$ cat src/rtl/tws_pkg.sv
package tws_pkg;
  // Sticky event flags of the shifter
  typedef struct packed {
    logic start;
    logic ovf;
    logic stop;
    logic coll;
  } tws_flags_t;
endpackage

$ cat src/rtl/tws_sync.sv
// Multi-stage synchroniser; idle level of an open-drain bus is high
module tws_sync #(
  parameter int W      = 2,
  parameter int STAGES = 2
) (
  input  logic         clk,
  input  logic         rst,
  input  logic [W-1:0] d,
  output logic [W-1:0] q
);
  logic [W-1:0] st [STAGES];

  always_ff @(posedge clk) begin
    if (rst) begin
      for (int i = 0; i < STAGES; i++) st[i] <= '1;
    end else begin
      st[0] <= d;
      for (int i = 1; i < STAGES; i++) st[i] <= st[i-1];
    end
  end

  assign q = st[STAGES-1];
endmodule

$ cat src/rtl/tws_cond.sv
// Clock edge and bus condition detection on synchronised levels
module tws_cond (
  input  logic clk,
  input  logic rst,
  input  logic scl_s,
  input  logic sda_s,
  output logic scl_rise,
  output logic scl_fall,
  output logic start_det,
  output logic stop_det
);
  logic scl_d, sda_d;

  always_ff @(posedge clk) begin
    if (rst) begin
      scl_d <= 1'b1;
      sda_d <= 1'b1;
    end else begin
      scl_d <= scl_s;
      sda_d <= sda_s;
    end
  end

  assign scl_rise  = scl_s & ~scl_d;
  assign scl_fall  = ~scl_s & scl_d;
  assign start_det = scl_s & scl_d & sda_d & ~sda_s;
  assign stop_det  = scl_s & scl_d & ~sda_d & sda_s;
endmodule

$ cat src/rtl/tws_core.sv
// Data shift register, edge counter and sticky flags
module tws_core
  import tws_pkg::*;
#(
  parameter int DW = 8,
  parameter int CW = 4
) (
  input  logic          clk,
  input  logic          rst,
  input  logic          data_wr,
  input  logic [DW-1:0] data_in,
  input  logic          stat_wr,
  input  logic [CW+3:0] stat_in,
  input  logic          scl_rise,
  input  logic          scl_fall,
  input  logic          start_det,
  input  logic          stop_det,
  input  logic          sda_s,
  input  logic          sda_out_en,
  output logic [DW-1:0] data_q,
  output logic [CW-1:0] cnt_q,
  output tws_flags_t    flags_q
);
  localparam logic [CW-1:0] CNT_MAX = {CW{1'b1}};

  logic       samp_q;
  logic       edge_any;
  tws_flags_t flags_d;

  assign edge_any = scl_rise | scl_fall;

  always_comb begin
    flags_d = flags_q;
    if (stat_wr) begin
      if (stat_in[CW+3]) flags_d.start = 1'b0;
      if (stat_in[CW+2]) flags_d.ovf   = 1'b0;
      if (stat_in[CW+1]) flags_d.stop  = 1'b0;
      if (stat_in[CW])   flags_d.coll  = 1'b0;
    end
    if (start_det) flags_d.start = 1'b1;
    if (stop_det)  flags_d.stop  = 1'b1;
    if (edge_any && !stat_wr && cnt_q == CNT_MAX) flags_d.ovf = 1'b1;
    if (scl_rise && sda_out_en && data_q[DW-1] && !sda_s) flags_d.coll = 1'b1;
  end

  always_ff @(posedge clk) begin
    if (rst) begin
      data_q  <= '1;
      cnt_q   <= '0;
      samp_q  <= 1'b1;
      flags_q <= '0;
    end else begin
      flags_q <= flags_d;
      if (scl_rise) samp_q <= sda_s;
      if (data_wr)       data_q <= data_in;
      else if (scl_fall) data_q <= {data_q[DW-2:0], samp_q};
      if (stat_wr)       cnt_q <= stat_in[CW-1:0];
      else if (edge_any) cnt_q <= cnt_q + 1'b1;
    end
  end
endmodule

$ cat src/rtl/tws_shift_unit.sv
// Top: pin drivers, synchroniser, condition detect and shift core
module tws_shift_unit
  import tws_pkg::*;
#(
  parameter int DW          = 8,
  parameter int CW          = 4,
  parameter int SYNC_STAGES = 2
) (
  input  logic          clk,
  input  logic          rst,
  input  logic          data_wr,
  input  logic [DW-1:0] data_in,
  input  logic          stat_wr,
  input  logic [CW+3:0] stat_in,
  input  logic          clk_toggle,
  input  logic          scl_drive_wr,
  input  logic          scl_drive_val,
  input  logic          sda_out_en,
  input  logic          sda_force_low,
  input  logic          scl_in,
  input  logic          sda_in,
  output logic          scl_oe_low,
  output logic          sda_oe_low,
  output logic [DW-1:0] data_q,
  output logic [CW-1:0] cnt_q,
  output logic          flag_start,
  output logic          flag_ovf,
  output logic          flag_stop,
  output logic          flag_coll
);
  logic       scl_lat;
  logic       sda_low_q;
  logic [1:0] bus_s;
  logic       scl_rise, scl_fall, start_det, stop_det;
  tws_flags_t flags;

  // Clock-line latch: 1 = released
  always_ff @(posedge clk) begin
    if (rst)               scl_lat <= 1'b1;
    else if (scl_drive_wr) scl_lat <= scl_drive_val;
    else if (clk_toggle)   scl_lat <= ~scl_lat;
  end

  // Registered data-line pull-down
  always_ff @(posedge clk) begin
    if (rst) sda_low_q <= 1'b0;
    else     sda_low_q <= sda_out_en & (~data_q[DW-1] | sda_force_low);
  end

  assign scl_oe_low = ~scl_lat;
  assign sda_oe_low = sda_low_q;

  tws_sync #(.W(2), .STAGES(SYNC_STAGES)) u_sync (
    .clk (clk),
    .rst (rst),
    .d   ({scl_in, sda_in}),
    .q   (bus_s)
  );

  tws_cond u_cond (
    .clk       (clk),
    .rst       (rst),
    .scl_s     (bus_s[1]),
    .sda_s     (bus_s[0]),
    .scl_rise  (scl_rise),
    .scl_fall  (scl_fall),
    .start_det (start_det),
    .stop_det  (stop_det)
  );

  tws_core #(.DW(DW), .CW(CW)) u_core (
    .clk        (clk),
    .rst        (rst),
    .data_wr    (data_wr),
    .data_in    (data_in),
    .stat_wr    (stat_wr),
    .stat_in    (stat_in),
    .scl_rise   (scl_rise),
    .scl_fall   (scl_fall),
    .start_det  (start_det),
    .stop_det   (stop_det),
    .sda_s      (bus_s[0]),
    .sda_out_en (sda_out_en),
    .data_q     (data_q),
    .cnt_q      (cnt_q),
    .flags_q    (flags)
  );

  assign flag_start = flags.start;
  assign flag_ovf   = flags.ovf;
  assign flag_stop  = flags.stop;
  assign flag_coll  = flags.coll;
endmodule

$ cat config.mk
export PLATFORM = sky130hd
export DESIGN_NAME = tws_shift_unit
export DESIGN_NICKNAME = d
export VERILOG_FILES = /design/src/rtl/tws_pkg.sv /design/src/rtl/tws_sync.sv /design/src/rtl/tws_cond.sv /design/src/rtl/tws_core.sv /design/src/rtl/tws_shift_unit.sv
export SDC_FILE = /design/constraint.sdc
export NUM_CORES = 1
export LEC_CHECK = 0
export BUFFER_PORTS_ARGS = -buffer_cell sky130_fd_sc_hd__buf_4
export CAP_MARGIN = 25
export CORE_MARGIN = 2
export CORE_UTILIZATION = 49
export CTS_BUF_LIST = sky130_fd_sc_hd__clkbuf_4 sky130_fd_sc_hd__clkbuf_8
export CTS_CLUSTER_SIZE = 40
export DETAILED_ROUTE_END_ITERATION = 6
export PLACE_DENSITY = 0.81
export SKIP_LAST_GASP = 1
export SYNTH_ARGS = -nofsm -noshare
export SYNTH_HDL_FRONTEND = slang
export SYNTH_SLANG_ARGS = --single-unit
$ cat constraint.sdc
create_clock -name clk -period 1.8 [get_ports clk]
set_input_delay 0.36 -clock clk [delete_from_list [all_inputs] [get_ports clk]]
set_output_delay 0.36 -clock clk [all_outputs]
set_load 0.01 [all_outputs]
==> impl_results.md <==
- Dpl cell area: roughly 1500 sq um
- Async set-or-reset flop fraction in the synthesized netlist: 0%
- Horizontal die dimension: 52.0 um
- Worst clock skew: 0.00365 ns
- Post-detailed-route count of antenna-violating nets: 0
- Final setup TNS: 0 ns
- Vias in the first global route: 811
- CP top delay family: multiplexers
- Detailed Route Iter0 Violations: 8
- Global-route wire length before repair: 3.42 mm
- Critical Setup Path Class: flip-flop to flip-flop
- Synth cell types: 24
- Headroom to the max-slew limit: 67.8%
- Worst hold-check slack: 0.216 ns
- Via count: between 800 and 900
- Cell type with the largest total area after synthesis: dfxtp_1
- Fill cell instance count of the final layout: 174
- Global router's overall resource usage: 17.2%
- Gate Count Post-Synth: around 110
- Fraction of power consumed by combinational cells: between 10% and 20%
- Number of enable flip-flop cells after synthesis: 0
- Reg clk slew, reported paths: 0.13 ns
- Most numerous cell in the Yosys netlist: dfxtp_1
- Number of setup violations in the final report: 0
- Synth Net Count: 137
- CTS Sinks: 25
- Share of final-layout standard cells stronger than drive strength 1: around 42%
- Clock root buffer master: clkbuf_4
- RD Place Congestion: between 0.6 and 0.7
- Cell types occupying the most area after synthesis: dfxtp_1, mux2_4, mux2i_1
- Status: finished clean
- Bufs on Longest Clock Path: 2
- TritonCTS clock tree: done
- Crit path time final: 1.51 ns
- Detailed-route vias per instance: 4.94
- Synth Warn #: 0
- Postcts setup bufs: 0
- Critical path data required time: 2.02 ns
- Max-capacitance violation count: 0
- Cell Rows: 17
- Internal power contribution: 0.807 mW
- Switching power as a share of total power: 23.9%
- Data arrival at the endpoint of the critical path: 1.73 ns
- Overflow after GRT: 0
- Drt total wl: ~2.1 mm
- Ratio of total power to cell area: 710 nW/um^2
- Post-layout nets: 181
- Number of slew-limit violations in the final report: 0
- Vertical extent of the die: 52.0 um
- Seq cells post-synth: 25
- Fraction of power consumed by the clock network: 24.6%
- Port Buffers: between 40 and 50
- Clock H-tree levels: 1
- Kind of start point of the critical path: flip-flop
- Critical Path Sink Type: flip-flop
- Unrepaired setup endpoints after global routing: no
- Fraction of power consumed by sequential logic: roughly 57%
- Crit path largest cell delay: ~0.45 ns
- Crit path max-delay cell type: ha_1
- Transition time at the pin with the least slew margin: 0.483 ns
- I/O pin total: between 40 and 50
- Average routed wire per standard cell: 11.8 um
- Max Freq: 0.663 GHz
- Switching component of the power: 0.253 mW
- Seq/Total Area, Yosys: 44.2%
- Post-detailed-route DRC marker count: 0
- Starting utilization of the core area: approximately half
- Post-cts gate resize count: 0
- Leakage power summed over all cells: 0.726 nW
- Setup slack at placement: 0.284 ns
- Non-Filler Cell Area, Final: 1490 sq um
- Drt pass-1 iters: 4
- Total CTS buffers: 3
- Commonest cells in the synthesized netlist: dfxtp_1, mux2i_1, nand2b_1
- Area share of the leading cell type in the synthesized netlist: approximately 44%
- Area growth from synthesis to layout: 32.1%
- Dpl hpwl: 1.61 mm
- Maximum number of pins on one net before global-route repair: 26
- Worst skew pair latency: about 0.31 ns
- Area enclosed by the die boundary: around 2700 sq um
- Peak supply drop: 0.445 mV
- Maximum fanout count along the critical path: 8
- Class of the worst hold path: input port to flip-flop
- Crit path setup slack, layout: ~0.29 ns
- Cell Area, Synth: 1130 sq um
- Endpoints failing hold: 0
- Cts hold-fix bufs: 0
- Antenna violations before repair: 0
- Period utilisation layout: 83.8%
- Average size of a mapped cell: 10.7 sq um
- Number of buffers and inverters on the critical path: 1
- Floorplan Core Area: about 2200 sq um
- Top_reg_cell synth: dfxtp_1
- ANT cells: 0
- Cells traversed along the worst timing path: inv_1 -> ha_1 -> mux2_4 -> mux2i_1 -> nand2b_1
placed cells by master, fill, tap and decap left out, types with 2 or more instances in the layout:
master | Yosys | layout
a21oi_1 | 5 | 5
buf_4 | 1 | 44
clkbuf_4 | 0 | 4
dfxtp_1 | 25 | 25
ha_1 | 4 | 4
inv_1 | 6 | 6
mux2_4 | 8 | 8
mux2i_1 | 11 | 11
nand2_1 | 7 | 7
nand2b_1 | 9 | 9
nand4b_1 | 3 | 3
nor2_1 | 3 | 3
nor2b_1 | 3 | 3
o21a_1 | 2 | 2
or2_2 | 6 | 6
xnor2_1 | 2 | 2
xor2_1 | 2 | 2
cell families (layout without fill, tap and decap cells):
logic type                 count (synthesis)  count (layout)  share of synthesized area [%]
DFF                                       25              25                           44.2
buffers and inverters                     11              54                           4.87
and+or+nand+nor                           33              33                           16.9
adders and majority gates                  4               4                           4.42
xor gates and xnor gates                   4               4                           3.10
muxes                                     20              20                           21.4
AOI/OAI and AO/OA                          9               9                           5.09
worst reg2reg max path: cells and delay by family (launching register included):
kind,cells,cell delay [ns]
adders and majority gates,1,0.45
buffers and inverters,1,0.06
DFF,1,0.35
and+or+nand+nor,1,0.07
muxes,2,0.49
flip-flops by register name, indices dropped and copies added, names as in the netlist:
| signal | flops |
|---|---|
| u_core.samp_q | 1 |
| u_core.flags_q | 4 |
| sda_oe_low | 1 |
| u_cond.scl_d | 1 |
| u_cond.sda_d | 1 |
| scl_lat | 1 |
| u_sync.st | 4 |
| u_core.cnt_q | 4 |
| u_core.data_q | 8 |
worst paths after layout:
check	startpoint	slack [ns]	cells after the start	endpoint
worst max register to register	u_sync.st[0][3]	0.29	5	u_core.data_q[0]
worst max-delay path	u_sync.st[0][3]	0.29	5	u_core.data_q[0]
worst min register to register	u_sync.st[0][0]	0.43	1	u_sync.st[0][2]
worst min-delay path	sda_in	0.22	2	u_sync.st[0][0]
cell type report:
type                       count  area [sq um]  share of cell area (%)
clock buffer                   4          30.0                    2.01
inverter                       6          22.5                    1.51
multi-input combinational     70           576                    38.5
sequential                    25           500                    33.5
tap                           28          35.0                    2.35
timing repair buffer          44           330                    22.1
through the flow:
stage / utilization (%) / power [mW] / cells
5_1_grt: 68.2 / 1.11 / 177
3_3_place_gp: 66.8 / 0.807 / 173
6_report: 68.2 / 1.06 / 177
4_1_cts: 68.2 / 1.08 / 177
2_1_floorplan: - / 0.722 / 106
3_5_place_dp: 66.8 / 0.814 / 173
metal layers:
metal | vias to the layer above | global-route usage, % | routed length, um
met4 | 0 | 7.89 | 30
met5 | - | 0 | 0
met2 | 30 | 28.7 | 1050
met1 | 403 | 21.4 | 860
li1 | 438 | - | -
met3 | 4 | 2.87 | 150
power by group through the flow:
| stage | clock network, mW | registers (mW) | logic, mW |
|---|---|---|---|
| 6_report | 0.261 | 0.605 | 0.195 |
| 4_1_cts | 0.275 | 0.605 | 0.198 |
| 3_5_place_dp | 0 | 0.618 | 0.196 |
| 2_1_floorplan | 0 | 0.623 | 0.0985 |
| 3_3_place_gp | 0 | 0.616 | 0.191 |
| 5_1_grt | 0.287 | 0.610 | 0.213 |
No activity file was read; power rests on OpenSTA's default activity.
